===== src/rtl/cds_pkg.sv =====
package cds_pkg;
  typedef enum logic [1:0] {OPC_HOST, OPC_ESC, OPC_WAIT} opc_class_e;

  localparam logic [7:0] WAIT_BYTE  = 8'h9B;
  localparam logic [4:0] ESC_PREFIX = 5'b11011;

  function automatic opc_class_e classify(input logic [7:0] b);
    if (b[7:3] == ESC_PREFIX) return OPC_ESC;
    if (b == WAIT_BYTE)       return OPC_WAIT;
    return OPC_HOST;
  endfunction
endpackage


===== src/rtl/cds_decode.sv =====
module cds_decode
  import cds_pkg::*;
(
  input  logic       op_valid,
  input  logic [7:0] op_byte,
  output logic       is_esc,
  output logic       is_wait
);
  opc_class_e cls;

  always_comb begin
    cls     = classify(op_byte);
    is_esc  = op_valid && (cls == OPC_ESC);
    is_wait = op_valid && (cls == OPC_WAIT);
  end

  always_comb begin
    a_excl_r2: assert (!(is_esc && is_wait));
  end
endmodule


===== src/rtl/cds_lat_timer.sv =====
module cds_lat_timer #(
  parameter int LAT_W = 8
) (
  input  logic             clk,
  input  logic             rst_n,
  input  logic             start,
  input  logic [LAT_W-1:0] lat_in,
  output logic             busy,
  output logic             done
);
  logic [LAT_W-1:0] remain;

  assign done = busy && (remain == '0);

  always_ff @(posedge clk) begin
    if (!rst_n) begin
      busy   <= 1'b0;
      remain <= '0;
    end else if (start && !busy) begin
      busy   <= 1'b1;
      remain <= lat_in;
    end else if (busy) begin
      if (remain == '0) busy <= 1'b0;
      else              remain <= remain - 1'b1;
    end
  end

  p_busy_rise_r3: assert property (@(posedge clk) disable iff (!rst_n)
    (start && !busy) |=> busy);
  p_busy_hold_r3: assert property (@(posedge clk) disable iff (!rst_n)
    (busy && !done) |=> busy);
  p_done_last_r4: assert property (@(posedge clk) disable iff (!rst_n)
    done |=> !busy);
endmodule


===== src/rtl/cop_dispatch_sync.sv =====
module cop_dispatch_sync #(
  parameter int LAT_W = 8
) (
  input  logic             clk,
  input  logic             rst_n,
  input  logic             op_valid,
  input  logic [7:0]       op_byte,
  input  logic [LAT_W-1:0] lat_cycles,
  output logic             op_accept,
  output logic             fetch_stall,
  output logic             cop_issue,
  output logic             cop_busy,
  output logic             cop_done,
  output logic             proto_err
);
  logic is_esc, is_wait;
  logic esc_collide;
  logic test_n;

  cds_decode u_dec (
    .op_valid (op_valid),
    .op_byte  (op_byte),
    .is_esc   (is_esc),
    .is_wait  (is_wait)
  );

  cds_lat_timer #(.LAT_W(LAT_W)) u_tmr (
    .clk    (clk),
    .rst_n  (rst_n),
    .start  (cop_issue),
    .lat_in (lat_cycles),
    .busy   (cop_busy),
    .done   (cop_done)
  );

  // host test input: high means coprocessor still running
  assign test_n      = cop_busy;
  assign fetch_stall = is_wait && test_n;
  assign op_accept   = op_valid && !fetch_stall;
  assign cop_issue   = is_esc && !cop_busy;
  assign esc_collide = is_esc && cop_busy;

  always_ff @(posedge clk) begin
    if (!rst_n) proto_err <= 1'b0;
    else        proto_err <= esc_collide;
  end

  p_no_issue_busy_r7: assert property (@(posedge clk) disable iff (!rst_n)
    cop_busy |-> !cop_issue);
  p_err_after_collide_r7: assert property (@(posedge clk) disable iff (!rst_n)
    esc_collide |=> proto_err);
  p_stall_blocks_r5: assert property (@(posedge clk) disable iff (!rst_n)
    fetch_stall |-> (cop_busy && !op_accept));
  p_wait_idle_r6: assert property (@(posedge clk) disable iff (!rst_n)
    (is_wait && !cop_busy) |-> op_accept);
endmodule


===== config.mk =====
export PLATFORM = sky130hd
export DESIGN_NAME = cop_dispatch_sync
export DESIGN_NICKNAME = d
export VERILOG_FILES = /design/src/rtl/cds_pkg.sv /design/src/rtl/cds_decode.sv /design/src/rtl/cds_lat_timer.sv /design/src/rtl/cop_dispatch_sync.sv
export SDC_FILE = /design/constraint.sdc
export NUM_CORES = 1
export LEC_CHECK = 0
export BUFFER_PORTS_ARGS = -buffer_cell sky130_fd_sc_hd__buf_4
export CAP_MARGIN = 20
export CORE_MARGIN = 1
export CORE_UTILIZATION = 42
export CTS_BUF_LIST = sky130_fd_sc_hd__clkbuf_4
export CTS_CLUSTER_DIAMETER = 100
export DETAILED_ROUTE_END_ITERATION = 8
export HOLD_SLACK_MARGIN = 0.02
export PLACE_DENSITY = 0.75
export SLEW_MARGIN = 40
export SYNTH_ARGS = -nofsm -noshare
export SYNTH_HDL_FRONTEND = slang
export SYNTH_SLANG_ARGS = --single-unit

===== constraint.sdc =====
create_clock -name clk -period 1.83 [get_ports clk]
set_clock_uncertainty 0.15 [all_clocks]
set_input_delay 0.183 -clock clk [delete_from_list [all_inputs] [get_ports clk]]
set_output_delay 0.183 -clock clk [all_outputs]
set_load 0.02 [all_outputs]

==> flow_metrics.tcl <==
set metrics [dict create \
    p_leak_nw 0.340 \
    holdWs_ps 32.6 \
    multi_input_area_um2 343 \
    clock-sinks 10 \
    io_buffers 24 \
    rsz0062_at_grt "yes" \
    cts-root-buf "clkbuf_4" \
    dp_cells 109 \
    dieHeight_um 38.7 \
    power_density_nw_per_um2 520 \
    synth_largest_area_cell "dfxtp_1" \
    critPathLaunchType "flop" \
    slew_headroom_pct 78.2 \
    synth_mux_area_share_pct 1.77 \
    dieArea_um2 1500 \
    synth_commonest_cells "10 x dfxtp_1, 7 x a21oi_1, 6 x inv_1" \
    nets 121 \
    critPathMaxStageDelay_ps 470 \
    drtIter0Drc 11 \
    die_w_um 38.7 \
    clkLatencyLatePin_ps 260 \
    synth-edff-count 0 \
    yosysUniqueCellTypes 31 \
    ir_drop_mv 0.369 \
    grt_max_degree 11 \
    synth_compound_area_share_pct 23.8 \
    slew_violations 0 \
    maxCapViolations 0 \
    postCtsSetupBuffers 0 \
    grt_pass1_vias 638 \
    arrival_ps 1820 \
    final_cells 113 \
    synth-simple-area-share_pct 28.0 \
    synth_xor_area_share_pct 3.09 \
    synth_top_cells_by_area "dfxtp_1 35%, a21oi_1 6.2%, inv_1 4.0%" \
    synthCells 68 \
    drc 0 \
    yosys.area.top_type_share_pct 35.3 \
    fin_crit_ps 1780 \
    async_flop_share_pct 0 \
    finalSetupViolCount 0 \
    cts_max_level 1 \
    gp_congestion 0.859 \
    cts_tree "built" \
    reg2reg_depth 6 \
    seq_area_frac_synth_pct 35.3 \
    worstPathRequired_ps 1870 \
    wirelength_um 1430 \
    drt-pass1-iter-count 4 \
    cp_top_family "simple AND/OR/NAND/NOR gates" \
    synthesis.area_um2 567 \
    totalNegativeSetupSlack_ps 0 \
    worstSetupEndpointType "flop" \
    antenna_found_initial 0 \
    seq_area_um2 203 \
    vias 645 \
    area_growth_pct 47.5 \
    grt_pass1_wl_um 2480 \
    crit_path_max_fanout 5 \
    final_antenna_net_count 0 \
    grt_overflow 0 \
    crit_type "reg -> reg" \
    fin_crit_sh_pct 97.2 \
    synth.most_common_cell "dfxtp_1" \
    synth.avg_cell_area_um2 8.34 \
    ios 25 \
    n_fill_cell 101 \
    cts_max_path_buffers 2 \
    crit_path_cell_trace "inv_1 > ha_1 > or3b_4 > o21ai_2 > or4_1 > a31oi_1" \
    status "finished clean" \
    hold_depth 3 \
    yosys_register_bits 10 \
    viasPerCell 5.71 \
    cpMaxStageDelayCell "or4_1" \
    crit_cells 6 \
    routedWlPerCell_um 12.7 \
    synthAdderAreaFrac_pct 2.21 \
    num_rows 12 \
    drive_above_1_share_pct 40.4 \
    clk_pin_slew_worst_paths_ps 60 \
    finalHoldViolCount 0 \
    ys_warn_count 0 \
    cts_made_buffers 3 \
    coreArea_um2 1190 \
    synth_top_family_by_area "simple AND/OR/NAND/NOR gates" \
    hpwl_um 1090 \
    grt_usage_pct 24.9 \
    synthesis.nets 88 \
    timing.fmax_mhz 562 \
    initial_core_util_pct 47.8 \
    antenna_cells 0 \
    max_slew.worst_pin.slew_ps 323 \
    min_path_type "in -> reg" \
    synth_ff_type "dfxtp_1" \
    worst-path-buf-inv 1 \
]
## worst paths after layout
check | start | end | slack (ps)
min | lat_cycles[6] | u_tmr.remain[6] | 30
max reg2reg | u_tmr.remain[0] | u_tmr.remain[5] | 50
min reg2reg | u_tmr.remain[0] | u_tmr.remain[0] | 400
max | u_tmr.remain[0] | u_tmr.remain[5] | 50
## cells in the final DEF (no fill, tap or decap), drive strengths merged, types with 2 or more instances in the layout
cell / count
nor4: 2
clkbuf: 3
nand2: 5
or4: 4
or3: 2
xnor2: 2
nand3: 2
inv: 6
a31oi: 3
a21oi: 7
nor3: 2
o211ai: 2
buf: 29
o21ai: 4
dfxtp: 10
## routing by layer
layer | vias up | wire length [µm] | GRT usage, % | part of all wire [%]
met2 | 25 | 708 | 41.3 | 49
li1 | 325 | - | - | -
met4 | 0 | 8 | 12.1 | 0.56
met5 | - | 0 | 0 | 0
met1 | 293 | 602 | 25.7 | 42
met3 | 2 | 115 | 12.1 | 8.0
## timing repair
| action | in CTS | in global routing |
|---|---|---|
| resized for setup | 1 | 3 |
| hold buffers | 1 | 0 |
| setup endpoints to repair | 2 | 3 |
| endpoints found under the hold margin | 1 | 0 |
## registers in the layout (all words and copies together) (netlist names)
name and cells:
u_tmr.remain 8, u_tmr.busy 1, proto_err 1
## power breakdown
part | internal [W] | switching, W | total [W]
Combinational | 0.0000405 | 0.0000241 | 0.0000646
Sequential | 0.000220 | 0.00000182 | 0.000222
Clock | 0.0000759 | 0.0000724 | 0.000148
## area by class of cell
type	count	share of cell area, %
Timing Repair Buffer	30	27.2
Inverter	6	2.69
Multi-Input combinational cell	50	41.0
Tap cell	14	2.10
Clock buffer	3	2.69
Sequential cell	10	24.3
## tightest hold or removal path: cells and delay by family
family                 cells  cell delay [ps]
AO/OA/AOI/OAI              2              150
buffers and inverters      1               80
## kinds of logic (layout without fill, tap and decap cells)
family | after synthesis | count (layout)
XOR/XNOR | 2 | 2
AND/OR/NAND/NOR | 25 | 25
AO/OA/AOI/OAI | 21 | 21
flip-flops | 10 | 10
adder cells (fa/ha/maj) | 1 | 1
multiplexers | 1 | 1
buffers and inverters | 8 | 39
## per-stage QoR
step | total power, W | setup slack (ps) | cell area [µm²] | utilization [%]
floorplan | 0.000250 | 60.5 | 573 | -
global placement | 0.000287 | 34.8 | 798 | 67.3
detailed placement | 0.000288 | 5.87 | 798 | 67.3
CTS | 0.000439 | 5.60 | 833 | 70.3
global route | 0.000464 | -42.9 | 836 | 70.5
finish | 0.000434 | 50.3 | 836 | 70.5
No activity file was read; power rests on OpenSTA's default activity.
